File: src/rtl/evtrig_pkg.sv
package evtrig_pkg;

   localparam int CHSEL_W = 3;
   localparam int SRCSEL_W = 2;

   typedef enum logic [SRCSEL_W-1:0] {
      SRC_A   = 2'd0,
      SRC_B   = 2'd1,
      SRC_OR  = 2'd2,
      SRC_AND = 2'd3
   } src_sel_e;

   // Packed MSB first, so the field bit positions match the control word
   typedef struct packed {
      logic               inv_b;
      logic               inv_a;
      src_sel_e           src_sel;
      logic               flag;
      logic [CHSEL_W-1:0] chan;
      logic               fall_en;
      logic               rise_en;
      logic               lvl_mode;
      logic               pulse_en;
   } ctrl_t;

   localparam int CTRL_W = $bits(ctrl_t);

endpackage

File: src/rtl/evtrig_sync.sv
module evtrig_sync #(
   parameter int STAGES = 2,
   parameter int WIDTH  = 2
) (
   input  logic             clk_i,
   input  logic             rst_ni,
   input  logic [WIDTH-1:0] d_i,
   output logic [WIDTH-1:0] q_o
);

   if (STAGES < 2) begin : g_bad_depth
      $error("evtrig_sync: STAGES must be at least 2");
   end

   logic [WIDTH-1:0] stg_q [STAGES];

   always_ff @(posedge clk_i) begin
      if (!rst_ni) begin
         for (int s = 0; s < STAGES; s++) stg_q[s] <= '0;
      end else begin
         stg_q[0] <= d_i;
         for (int s = 1; s < STAGES; s++) stg_q[s] <= stg_q[s-1];
      end
   end

   assign q_o = stg_q[STAGES-1];

endmodule

File: src/rtl/evtrig_src.sv
module evtrig_src
   import evtrig_pkg::*;
(
   input  logic     a_i,
   input  logic     b_i,
   input  logic     inv_a_i,
   input  logic     inv_b_i,
   input  src_sel_e sel_i,
   output logic     src_o
);

   logic a_eff, b_eff;

   assign a_eff = a_i ^ inv_a_i;
   assign b_eff = b_i ^ inv_b_i;

   always_comb begin
      unique case (sel_i)
         SRC_A:   src_o = a_eff;
         SRC_B:   src_o = b_eff;
         SRC_OR:  src_o = a_eff | b_eff;
         SRC_AND: src_o = a_eff & b_eff;
         default: src_o = 1'b0;
      endcase
   end

endmodule

File: src/rtl/evtrig_detect.sv
module evtrig_detect (
   input  logic clk_i,
   input  logic rst_ni,
   input  logic src_i,
   input  logic rise_en_i,
   input  logic fall_en_i,
   input  logic lvl_mode_i,
   input  logic sw_we_i,
   input  logic sw_flag_i,
   output logic evt_o,
   output logic flag_o
);

   logic src_q, flag_q;
   logic rise, fall;
   logic hw_upd, hw_val;

   assign rise  = src_i & ~src_q;
   assign fall  = ~src_i & src_q;
   assign evt_o = (rise & rise_en_i) | (fall & fall_en_i);

   // Level mode: every edge rewrites the flag; sticky mode: only enabled events set it
   assign hw_upd = lvl_mode_i ? (rise | fall) : evt_o;
   assign hw_val = lvl_mode_i ? (rise ? rise_en_i : fall_en_i) : 1'b1;

   always_ff @(posedge clk_i) begin
      if (!rst_ni) begin
         src_q  <= 1'b0;
         flag_q <= 1'b0;
      end else begin
         src_q <= src_i;
         if (hw_upd)       flag_q <= hw_val;
         else if (sw_we_i) flag_q <= sw_flag_i;
      end
   end

   assign flag_o = flag_q;

endmodule

File: src/rtl/evtrig_route.sv
module evtrig_route #(
   parameter int NUM_OUT = 4,
   parameter int SEL_W   = 3
) (
   input  logic               clk_i,
   input  logic               rst_ni,
   input  logic               fire_i,
   input  logic [SEL_W-1:0]   sel_i,
   output logic [NUM_OUT-1:0] trig_o
);

   logic [NUM_OUT-1:0] hit;
   logic [NUM_OUT-1:0] trig_q;

   for (genvar i = 0; i < NUM_OUT; i++) begin : g_line
      assign hit[i] = (sel_i == SEL_W'(i));
   end

   always_ff @(posedge clk_i) begin
      if (!rst_ni) trig_q <= '0;
      else         trig_q <= fire_i ? hit : '0;
   end

   assign trig_o = trig_q;

endmodule

File: src/rtl/evtrig_chan.sv
module evtrig_chan
   import evtrig_pkg::*;
#(
   parameter int DATA_W      = 32,
   parameter int NUM_OUT     = 4,
   parameter int SYNC_STAGES = 2
) (
   input  logic               clk_i,
   input  logic               rst_ni,
   input  logic               req_a_i,
   input  logic               req_b_i,
   input  logic               reg_we_i,
   input  logic [DATA_W-1:0]  reg_wdata_i,
   output logic [DATA_W-1:0]  reg_rdata_o,
   output logic [NUM_OUT-1:0] trig_o
);

   localparam int PAD_W = DATA_W - CTRL_W;

   if (DATA_W <= CTRL_W) begin : g_bad_data_w
      $error("evtrig_chan: DATA_W must exceed the control field width");
   end
   if (NUM_OUT < 1 || NUM_OUT > (1 << CHSEL_W)) begin : g_bad_num_out
      $error("evtrig_chan: NUM_OUT must be in 1 .. 2**CHSEL_W");
   end

   ctrl_t cfg_q, wr_ctrl, rd_ctrl;
   logic  [1:0] req_s;
   logic  src, evt, flag;
   logic  unused_wdata;

   assign wr_ctrl      = ctrl_t'(reg_wdata_i[CTRL_W-1:0]);
   assign unused_wdata = ^reg_wdata_i[DATA_W-1:CTRL_W];

   always_ff @(posedge clk_i) begin
      if (!rst_ni) begin
         cfg_q <= '0;
      end else if (reg_we_i) begin
         cfg_q      <= wr_ctrl;
         cfg_q.flag <= 1'b0;
      end
   end

   evtrig_sync #(.STAGES(SYNC_STAGES), .WIDTH(2)) u_sync (
      .clk_i (clk_i),
      .rst_ni(rst_ni),
      .d_i   ({req_b_i, req_a_i}),
      .q_o   (req_s)
   );

   evtrig_src u_src (
      .a_i    (req_s[0]),
      .b_i    (req_s[1]),
      .inv_a_i(cfg_q.inv_a),
      .inv_b_i(cfg_q.inv_b),
      .sel_i  (cfg_q.src_sel),
      .src_o  (src)
   );

   evtrig_detect u_det (
      .clk_i     (clk_i),
      .rst_ni    (rst_ni),
      .src_i     (src),
      .rise_en_i (cfg_q.rise_en),
      .fall_en_i (cfg_q.fall_en),
      .lvl_mode_i(cfg_q.lvl_mode),
      .sw_we_i   (reg_we_i),
      .sw_flag_i (wr_ctrl.flag),
      .evt_o     (evt),
      .flag_o    (flag)
   );

   evtrig_route #(.NUM_OUT(NUM_OUT), .SEL_W(CHSEL_W)) u_route (
      .clk_i (clk_i),
      .rst_ni(rst_ni),
      .fire_i(evt & cfg_q.pulse_en),
      .sel_i (cfg_q.chan),
      .trig_o(trig_o)
   );

   always_comb begin
      rd_ctrl      = cfg_q;
      rd_ctrl.flag = flag;
   end

   assign reg_rdata_o = {{PAD_W{1'b0}}, rd_ctrl};

endmodule

File: config.mk
export PLATFORM = sky130hd
export DESIGN_NAME = evtrig_chan
export DESIGN_NICKNAME = d
export VERILOG_FILES = /design/src/rtl/evtrig_pkg.sv /design/src/rtl/evtrig_sync.sv /design/src/rtl/evtrig_src.sv /design/src/rtl/evtrig_detect.sv /design/src/rtl/evtrig_route.sv /design/src/rtl/evtrig_chan.sv
export SDC_FILE = /design/constraint.sdc
export NUM_CORES = 1
export LEC_CHECK = 0
export ABC_AREA = 1
export BUFFER_PORTS_ARGS = -buffer_cell sky130_fd_sc_hd__buf_2
export CAP_MARGIN = 30
export CORE_ASPECT_RATIO = 0.9
export CORE_MARGIN = 1.5
export CORE_UTILIZATION = 40
export DETAILED_ROUTE_END_ITERATION = 12
export GPL_TIMING_DRIVEN = 0
export MAX_ROUTING_LAYER = met4
export PLACE_DENSITY = 0.88
export SETUP_SLACK_MARGIN = 0.1
export SYNTH_ARGS = -nofsm -noshare
export SYNTH_HDL_FRONTEND = slang
export SYNTH_SLANG_ARGS = --single-unit
File: constraint.sdc
create_clock -name clk_i -period 2.3 [get_ports clk_i]
set_clock_uncertainty 0.2 [all_clocks]
set_input_delay 0.115 -clock clk_i [delete_from_list [all_inputs] [get_ports clk_i]]
set_output_delay 0.115 -clock clk_i [all_outputs]
set_load 0.01 [all_outputs]
==> results of run 1 <==
-- power by group --
group,switching [W],internal [W],leakage (nW)
sequential,0.0000138,0.000385,0.173
clock,0.000105,0.0000646,0.0177
combinational,0.0000871,0.000102,0.652
total,0.000206,0.000551,0.843
-- placed cells by master (no fill, tap or decap), types with 3 or more instances in the layout --
cell type,count
buf_4,27
nor3_1,4
dfxtp_1,21
nor2_1,16
nand3_1,3
a21oi_1,7
nand2_1,16
conb_1,20
dlygate4sd3_1,21
clkbuf_4,3
buf_2,32
o21ai_0,11
inv_1,15
-- worst min-delay path by stage --
stage	to	slack [ns]	cells past startpoint
detailed placement	u_sync.stg_q[0][1]$_SDFF_PN0_	0.10	3
floorplan	u_sync.stg_q[0][0]$_SDFF_PN0_	0.01	2
CTS	reg_rdata_o[8]$_SDFFE_PN0P_	0.002	3
global placement	u_sync.stg_q[0][1]$_SDFF_PN0_	0.1	3
global route	reg_rdata_o[8]$_SDFFE_PN0P_	0.03	3
finish	reg_rdata_o[8]$_SDFFE_PN0P_	0.01	3
-- worst register-to-register path, delay by kind of cell, from the launching register on --
family / cells / cell delay (ns)
compound gates: 2 / 0.15
buf+inv: 1 / 0.05
simple gates: 6 / 0.69
fa+ha+maj: 1 / 0.27
flops: 1 / 0.37
-- cells by family after synthesis --
| logic type | Yosys count |
|---|---|
| other | 1 |
| AOI/OAI and AO/OA | 20 |
| and+or+nand+nor | 42 |
| buffers and inverters | 44 |
| xor gates and xnor gates | 1 |
| adders and majority gates | 2 |
| DFF | 21 |
-- per-layer routing --
metal / GRT usage, % / share of wire (%)
met1: 17.03 / 45
met4: 4.762 / 0.49
met5: - / 0
met3: 1.546 / 5.3
met2: 26.67 / 49
-- stage by stage --
stage                     total power, W  setup slack, ns  hold WS [ns]
after floorplan                0.0005193           0.6461       0.01263
after global placement         0.0005597           0.5694       0.09855
after detailed placement       0.0005635           0.5444        0.1047
after CTS                      0.0007597           0.5096      0.001618
after global routing           0.0008017           0.3352       0.02960
final                          0.0007572           0.4929       0.01435
-- cell type report --
class	count	area (um2)
Clock buffer	3	22.52
Buffer	28	214.0
Fill cell	221	908.4
Timing Repair Buffer	53	370.4
Sequential cell	21	420.4
Clock inverter	1	5.005
Tap cell	28	35.03
Inverter	16	60.06
Multi-Input combinational cell	85	389.1
-- sequential cells by signal, indices dropped and copies added (netlist names) --
name,cells
reg_rdata_o,11
u_route.trig_o,4
u_sync.stg_q,4
u_det.flag_o,1
u_det.src_q,1
==> run_results.csv, run 1 <==
group,metric,value,unit
global_route,antenna_found_initial,0,
layout,syn_to_final_growth,49.81,%
floorplan,die_y,50.73,um
timing,fmax,553.4,MHz
floorplan,start_util,41.74,%
worst_setup_path,crit_path_end_kind,"flip-flop",
layout,finalCoreUtilization,62.54,%
cts,cts.sinks,21,
routing,detail_route.wl_per_cell,8.753,um
synthesis,synth_xor_xnor_area_share,0.8653,%
cts,ctsHoldBuffers,21,
routing,drc_errors,0,
layout,finalInstanceArea,1516,um2
global_route,grt_pass1_vias,798,
place,placedCellCount,210,
hold_path,min_from,"reg_we_i",
worst_setup_path,worstSetupStartpoint,"reg_rdata_o[11]$_SDFFE_PN0P_",
timing,fin_crit,1.807,ns
synthesis,synth_area_leaders,"dfxtp_1 (42%), buf_4 (20%), nand2_1 (5.9%)",
routing,viasPerCell,4.106,
global_route,grt_first_pass_wirelength,3256,um
cts,clockBufferDepth,2,
synthesis,yosysSeqAreaShare,41.53,%
worst_setup_path,crit_fanout,5,
worst_setup_path,crit_path_end,"u_det.flag_o$_SDFFE_PN0P_",
synthesis,synth_area,1012,um2
worst_setup_path,critPathArrivalTime,1.81,ns
synthesis,synth-simple-area-share,17.18,%
synthesis,synth-compound-area-share,10.51,%
worst_setup_path,reg2reg_from,"reg_rdata_o[11]$_SDFFE_PN0P_",
global_route,grt_overflow,0,
layout,nets,247,
worst_setup_path,cp_common_cell,"nand2_1",
synthesis,synthMuxAreaShare,0,%
routing,vias,965,
floorplan,rows,17,
routing,ant_nets,0,
synthesis,post_synth.cell_area_avg,7.727,um2
synthesis,yosysMostFrequentCell,"buf_4",
power_and_ir_drop,ir_drop,0.2935,mV
cts,cts-root-buf,"clkbuf_4",
worst_setup_path,critPathSlowestCell,"dfxtp_1",
power_and_ir_drop,p_leak,0.8432,nW
floorplan,die_area,2842,um2
cts,cts_tree,"done",
synthesis,synth_flop_cell,"dfxtp_1",
timing,hold_violations,0,
timing,fin_setup_tns,0,ns
worst_setup_path,r2r_slack,0.49,ns
place,place_congestion,0.7476,
run_status,status,"complete, no violations",
worst_setup_path,worstPathRequired,2.30,ns
synthesis,syn_inst,131,
synthesis,netlist_top_cells_count,"buf_4 (27), dfxtp_1 (21), nand2_1 (16), nor2_1 (16), inv_1 (15)",
worst_setup_path,path_cells,"or2_1, nand3_1, nand2_1, nand2_2, inv_1, ha_1, nor2_1, o211ai_1, nand2_1, a21oi_1",
synthesis,yosysUniqueCellTypes,19,
hold_path,min_path_type,"input port to flip-flop",
synthesis,synth-async-reset-ratio,0,%
synthesis,synth_top_family_by_area,"buffers and inverters",
worst_setup_path,start_kind,"flip-flop",
power_and_ir_drop,power_density,499.3,nW/um2
worst_setup_path,reg2reg_depth,10,
cts,cts.clk_slew.worst_paths,0.12,ns
synthesis,synth_adder_area_share,2.472,%
layout,drive_above_1_share,32.85,%
place,io_buffers,32,
worst_setup_path,crit_type,"flip-flop to flip-flop",
synthesis,yosys_warnings,0,
worst_setup_path,crit_buf_inv,1,
worst_setup_path,cp_num_cells,10,
synthesis,synth_edf_count,0,
synthesis,yosys.area.top_type_share,41.53,%
layout,num_antenna_cells,0,
cts,cts_buffers,3,
cts,clock_latency,0.29,ns
routing,dr.pass1.iters,4,
routing,drt_iter0_drc,18,
place,dpl_cell_area,1279,um2
floorplan,core_area,2425,um2
timing,rsz0062_at_grt,"false",
job,maxCapViolCount,0,
cts,cts_setup_buffers,0,
worst_setup_path,critPathMaxStageDelay,0.37,ns
routing,routed_wl,2057,um
timing,finalSetupViolations,0,
timing,period_share,78.57,%
synthesis,synth_area_leader_cell,"dfxtp_1",
layout,instances_no_fill,235,
place,dp_hpwl,1453,um
global_route,grt_usage,14.69,%
synthesis,ys_seq_elements,21,
cts,post_cts_resized,0,
global_route,grt_max_degree,13,
floorplan,die_w,56.03,um
cts,cts_htree_levels,1,
floorplan,ios,73,
timing,report.final.slew_viol_count,0,
worst_setup_path,path_delay_family,"simple AND/OR/NAND/NOR gates",
worst_setup_path,r2r_end,"u_det.flag_o$_SDFFE_PN0P_",
(Power assumes the default switching activity.)
==> inputs of run 2 (changes only) <==
==> constraint.sdc (replaced) <==
create_clock -name clk_i -period 1.8 [get_ports clk_i]
set_clock_uncertainty 0.2 [all_clocks]
set_input_delay 0.09 -clock clk_i [delete_from_list [all_inputs] [get_ports clk_i]]
set_output_delay 0.09 -clock clk_i [all_outputs]
set_load 0.01 [all_outputs]
==> run_results.csv, run 2 (synthesis gave the netlist of run 1 again) <==
group,metric,value,unit
power_and_ir_drop,p_sw,0.0003057,W
power_and_ir_drop,power.internal,0.0007300,W
floorplan,die_w,56.03,um
floorplan,core_area,2425,um2
run_status,status,"complete, no violations",
worst_setup_path,reg2reg_depth,10,
cts,clock_latency,0.30,ns
power_and_ir_drop,power,0.001036,W
timing,finalWorstSetupSlack,0.07290,ns
worst_setup_path,crit_path_end_kind,"flip-flop",
global_route,grt_overflow,0,
cts,cts_htree_levels,1,
worst_setup_path,worstPathRequired,1.81,ns
worst_setup_path,r2r_slack,0.07,ns
job,maxCapViolCount,0,
power_and_ir_drop,ir_drop,0.5831,mV
power_and_ir_drop,sw_frac_of_total,29.51,%
layout,largest_reg_flops,11,
worst_setup_path,crit_fanout,4,
routing,dr.pass1.iters,4,
layout,nets,251,
power_and_ir_drop,p_leak,0.8760,nW
layout,drive_above_1_share,40.76,%
place,io_buffers,32,
floorplan,ios,73,
floorplan,start_util,41.74,%
routing,viasPerCell,4.255,
layout,final_common_cell,"buf_2",
cts,clockBufferDepth,2,
routing,drt_iter0_drc,19,
hold_path,min_path_type,"input port to flip-flop",
routing,detail_route.wl_per_cell,10.77,um
power_and_ir_drop,clkPwrFrac,22.0,%
timing,fin_setup_tns,0,ns
hold_path,worstHoldPathCells,3,
hold_path,min_from,"reg_we_i",
layout,syn_to_final_growth,62.18,%
place,dp_hpwl,1453,um
place,place_ws,0.04445,ns
layout,finalCoreUtilization,67.70,%
layout,multi_input_area,471.7,um2
worst_setup_path,critPathArrivalTime,1.74,ns
floorplan,die_y,50.73,um
timing,fin_crit,1.727,ns
timing,period_share,95.95,%
timing,rsz0062_at_grt,"true",
global_route,antenna_found_initial,0,
timing,fmax,579.0,MHz
layout,seq_area,425.4,um2
global_route,grt_first_pass_wirelength,3477,um
cts,cts_buffers,3,
worst_setup_path,reg2reg_from,"reg_rdata_o[11]$_SDFFE_PN0P_",
global_route,grt_max_degree,13,
layout,mostFrequentLayoutCells,"buf_2 (31), buf_4 (30), dlygate4sd3_1 (23)",
routing,vias,1017,
cts,cts-root-buf,"clkbuf_4",
power_and_ir_drop,p_seq_share,49.7,%
routing,drc_errors,0,
timing,finalSetupViolations,0,
worst_setup_path,crit_type,"flip-flop to flip-flop",
hold_path,holdPathEnd,"reg_rdata_o[2]$_SDFFE_PN0P_",
global_route,grt_usage,15.75,%
worst_setup_path,r2r_end,"u_det.flag_o$_SDFFE_PN0P_",
layout,num_antenna_cells,0,
global_route,grt_pass1_vias,844,
power_and_ir_drop,power_density,630.9,nW/um2
cts,cts_tree,"done",
worst_setup_path,start_kind,"flip-flop",
floorplan,die_area,2842,um2
place,place_congestion,0.7476,
timing,report.final.slew_viol_count,0,
layout,fillers,197,
timing,hold_violations,0,
cts,cts.sinks,21,
floorplan,rows,17,
power_and_ir_drop,p_comb_share,28.2,%
routing,ant_nets,0,
cts,cts.clk_slew.worst_paths,0.12,ns
routing,routed_wl,2574,um
## run 2: what timing repair did
action / CTS / global route
hold buffers: 23 / 0
setup buffers: 1 / 1
gates resized for setup: 5 / 18
endpoints found under the setup margin: 5 / 9
pin swaps: 1 / 5
endpoints found under the hold margin: 18 / 0
## run 2: power by group through the flow
stage	combinational (W)	sequential, W	clock [W]
3_3_place_gp	0.000196	0.000519	0
6_report	0.000293	0.000515	0.000228
5_1_grt	0.000319	0.000518	0.000248
2_1_floorplan	0.000143	0.000521	0
4_1_cts	0.000249	0.000510	0.000223
3_5_place_dp	0.000200	0.000520	0
## run 2: critical path: stages, from the launching register on
cell,delay (ns)
dfxtp_2,0.36
or2_1,0.22
nand3_1,0.07
nand2_1,0.06
nand2_2,0.10
inv_2,0.06
ha_4,0.24
nor2_4,0.10
o211ai_1,0.11
nand2_1,0.07
a21oi_1,0.03
## run 2: final cells by class
| class | instances | share of cell area [%] |
|---|---|---|
| tap | 28 | 2.134 |
| clock buffer | 3 | 1.372 |
| inverter | 16 | 3.659 |
| sequential | 21 | 25.91 |
| buffer | 28 | 13.03 |
| clock inverter | 1 | 0.3049 |
| timing repair buffer | 57 | 24.85 |
| multi-input combinational | 85 | 28.73 |
## run 2: worst max path at each step
| stage | depth (start not counted) | endpoint | slack [ns] | from |
|---|---|---|---|---|
| 2_1_floorplan | 10 | u_det.flag_o$_SDFFE_PN0P_ | 0.15 | reg_rdata_o[11]$_SDFFE_PN0P_ |
| 3_3_place_gp | 10 | u_det.flag_o$_SDFFE_PN0P_ | 0.07 | reg_rdata_o[11]$_SDFFE_PN0P_ |
| 3_5_place_dp | 10 | u_det.flag_o$_SDFFE_PN0P_ | 0.04 | reg_rdata_o[11]$_SDFFE_PN0P_ |
| 4_1_cts | 10 | u_det.flag_o$_SDFFE_PN0P_ | 0.10 | reg_rdata_o[11]$_SDFFE_PN0P_ |
| 5_1_grt | 12 | u_det.flag_o$_SDFFE_PN0P_ | -0.03 | reg_rdata_o[10]$_SDFFE_PN0P_ |
| 6_report | 10 | u_det.flag_o$_SDFFE_PN0P_ | 0.07 | reg_rdata_o[11]$_SDFFE_PN0P_ |
## run 2: stage by stage
stage / hold slack, ns / area, um2 / std cells
finish: 0.04519 / 1642 / 239
global route: 0.04405 / 1642 / 239
CTS: 0.009018 / 1559 / 238
detailed placement: 0.07973 / 1279 / 210
global placement: 0.07355 / 1279 / 210
floorplan: -0.01237 / 1084 / 150
## run 2: per-layer routing
metal | part of all wire [%] | GRT usage [%]
met1 | 40 | 17.67
met2 | 51 | 28.24
met4 | 3.0 | 7.143
met5 | 0 | -
met3 | 5.3 | 1.804
==> inputs of run 3 (changes only) <==
--- a/config.mk
+++ b/config.mk
@@ -5,7 +5,6 @@
 export SDC_FILE = /design/constraint.sdc
 export NUM_CORES = 1
 export LEC_CHECK = 0
-export ABC_AREA = 1
 export BUFFER_PORTS_ARGS = -buffer_cell sky130_fd_sc_hd__buf_2
 export CAP_MARGIN = 30
 export CORE_ASPECT_RATIO = 0.9
==> run_results.csv, run 3 <==
group,metric,value,unit
layout,finalInstanceArea,1607,um2
global_route,grt_pass1_vias,807,
timing,hold_violations,0,
synthesis,ys_seq_elements,21,
routing,viasPerCell,4.033,
synthesis,synthMuxAreaShare,11.93,%
cts,cts.clk_slew.worst_paths,0.11,ns
routing,drt_iter0_drc,3,
worst_setup_path,start_kind,"flip-flop",
hold_path,worstHoldPathCells,4,
routing,dr.pass1.iters,4,
floorplan,die_w,55.90,um
synthesis,yosysUniqueCellTypes,25,
synthesis,synth_top_family_by_area,"buffers and inverters",
cts,cts_tree,"done",
place,place_ws,-0.07030,ns
synthesis,yosys_warnings,0,
floorplan,ios,73,
layout,syn_to_final_growth,59.50,%
routing,routed_wl,2225,um
synthesis,netlist_top_cells_count,"buf_4 (27), dfxtp_1 (21), nor2_1 (13)",
hold_path,min_path_type,"input port to flip-flop",
cts,clockBufferDepth,2,
cts,cts_htree_levels,1,
synthesis,syn_inst,104,
floorplan,start_util,41.54,%
floorplan,die_area,2829,um2
worst_setup_path,reg2reg_from,"reg_rdata_o[8]$_SDFFE_PN0P_",
cts,cts_buffers,3,
synthesis,synth_area_leaders,"dfxtp_1 (42%), buf_4 (20%), mux2i_1 (12%)",
worst_setup_path,crit_fanout,3,
worst_setup_path,reg2reg_depth,7,
layout,drive_above_1_share,48.37,%
timing,fin_crit,1.819,ns
worst_setup_path,critPathSlowestCell,"dfxtp_4",
worst_setup_path,r2r_slack,-0.02,ns
layout,num_antenna_cells,0,
place,dp_hpwl,1450,um
synthesis,yosys.area.top_type_share,41.74,%
layout,fillers,197,
floorplan,rows,17,
synthesis,synth-compound-area-share,6.957,%
global_route,grt_first_pass_wirelength,3443,um
global_route,antenna_found_initial,0,
place,dpl_cell_area,1306,um2
synthesis,synth_xor_xnor_area_share,1.739,%
worst_setup_path,critPathMaxStageDelay,0.36,ns
synthesis,synth-async-reset-ratio,0,%
timing,report.final.slew_viol_count,0,
power_and_ir_drop,ir_drop,0.4844,mV
timing,fin_setup_tns,-0.04601,ns
worst_setup_path,worstPathRequired,1.81,ns
layout,mostFrequentLayoutCells,"buf_4 (35), buf_2 (33), conb_1 (20)",
run_status,status,"finished with violations",
synthesis,yosysSeqAreaShare,41.74,%
floorplan,die_y,50.61,um
worst_setup_path,path_cells,"or2_0, a21oi_2, a21o_1, ha_2, a22oi_2, buf_4, nor4b_2",
synthesis,synth_area_leader_cell,"dfxtp_1",
synthesis,synth_edf_count,0,
worst_setup_path,crit_path_end_kind,"flip-flop",
place,place_congestion,0.7745,
routing,drc_errors,0,
hold_path,holdPathEnd,"u_det.flag_o$_SDFFE_PN0P_",
worst_setup_path,crit_type,"flip-flop to flip-flop",
global_route,grt_usage,16.09,%
layout,nets,224,
routing,ant_nets,0,
power_and_ir_drop,p_leak,0.8613,nW
cts,clock_latency,0.29,ns
cts,cts.sinks,21,
run_status,violations,"negative setup slack",
timing,finalWorstSetupSlack,-0.01894,ns
cts,cts-root-buf,"clkbuf_4",
synthesis,synth_area,1007,um2
layout,final_common_cell,"buf_4",
synthesis,yosysMostFrequentCell,"buf_4",
layout,largest_reg_flops,11,
worst_setup_path,critPathArrivalTime,1.83,ns
routing,vias,855,
hold_path,min_from,"reg_wdata_i[7]",
timing,rsz0062_at_grt,"true",
power_and_ir_drop,power_density,610.7,nW/um2
place,io_buffers,32,
synthesis,synth_adder_area_share,2.484,%
timing,fmax,549.8,MHz
job,maxCapViolCount,0,
floorplan,core_area,2425,um2
timing,period_share,101.1,%
timing,finalSetupViolations,3,
global_route,grt_max_degree,13,
routing,detail_route.wl_per_cell,10.50,um
synthesis,synth-simple-area-share,13.04,%
synthesis,post_synth.cell_area_avg,9.685,um2
global_route,grt_overflow,0,
synthesis,synth_flop_cell,"dfxtp_1",
worst_setup_path,r2r_end,"u_route.trig_o[3]$_SDFF_PN0_",
-- run 3: cell count changes in the layout (fill, tap and decap cells not counted), moves of 4 or more --
cell           change
nand2_1           -13
nor3_2             -4
buf_4              +5
and2_1             +4
mux2i_1           +12
a21oi_1            -6
inv_1             -10
dlygate4sd3_1      -6
o21ai_0           -11
-- run 3: final cells by class --
type / instances / area [um2] / area share [%]
clock inverter: 1 / 5.005 / 0.3115
clock buffer: 3 / 22.52 / 1.402
multi-input combinational: 71 / 500.5 / 31.15
sequential: 21 / 434.2 / 27.02
tap: 28 / 35.03 / 2.181
inverter: 3 / 11.26 / 0.7009
buffer: 28 / 207.7 / 12.93
timing repair buffer: 57 / 390.4 / 24.30
-- run 3: cells by family (layout without fill, tap and decap cells) --
kind of cell	after synthesis	in the layout
other	1	20
buffers and inverters	31	92
XOR/XNOR	2	2
multiplexers	12	12
AND/OR/NAND/NOR	26	26
adder cells (fa/ha/maj)	2	2
flip-flops	21	21
AO/OA/AOI/OAI	9	9
-- run 3: worst max path at each step --
stage | startpoint | end | slack (ns) | cells past startpoint
after floorplan | reg_rdata_o[8]$_SDFFE_PN0P_ | u_det.flag_o$_SDFFE_PN0P_ | 0.06 | 7
after CTS | reg_rdata_o[10]$_SDFFE_PN0P_ | u_route.trig_o[1]$_SDFF_PN0_ | 0.03 | 7
after global placement | reg_rdata_o[11]$_SDFFE_PN0P_ | u_route.trig_o[1]$_SDFF_PN0_ | 0.002 | 7
final | reg_rdata_o[8]$_SDFFE_PN0P_ | u_route.trig_o[3]$_SDFF_PN0_ | -0.02 | 7
after detailed placement | reg_rdata_o[10]$_SDFFE_PN0P_ | u_route.trig_o[1]$_SDFF_PN0_ | -0.07 | 7
after global routing | reg_rdata_o[8]$_SDFFE_PN0P_ | u_route.trig_o[3]$_SDFF_PN0_ | -0.11 | 7
-- run 3: power breakdown --
group	leakage, nW	internal (W)	switching (W)
clock	0.0177	0.0000824	0.000131
sequential	0.175	0.000486	0.0000220
combinational	0.668	0.000152	0.000107
total	0.861	0.000721	0.000260
-- run 3: per-layer routing --
metal / global-route usage [%] / share of wire, % / routed length, um
met5: - / 0 / 0
met2: 31.35 / 55 / 1222
met3: 2.577 / 4.0 / 88
met1: 16.72 / 40 / 886
met4: 4.762 / 1.3 / 28
-- run 3: through the flow --
step	hold slack, ns	instances	utilization, %	total power (W)
after floorplan	0.01171	123	-	0.0006619
after global placement	0.09668	183	53.87	0.0007058
after detailed placement	0.1074	183	53.87	0.0007134
after CTS	0.02991	211	65.48	0.0009773
after global routing	0.007552	212	66.25	0.001043
final	0.01122	212	66.25	0.0009810
-- run 3: worst max-delay path, delay by kind of cell (launching register included) --
family / cells / cell delay, ns
AO/OA/AOI/OAI: 3 / 0.41
adder cells (fa/ha/maj): 1 / 0.17
buffers and inverters: 1 / 0.16
flip-flops: 1 / 0.36
AND/OR/NAND/NOR: 2 / 0.43
-- run 3: repair_timing --
item	4_1_cts	5_1_grt
hold buffers	17	0
resized for setup	8	3
hold endpoints to repair	19	0
setup endpoints to repair	5	5
pin swaps	11	6
buffers inserted	7	1
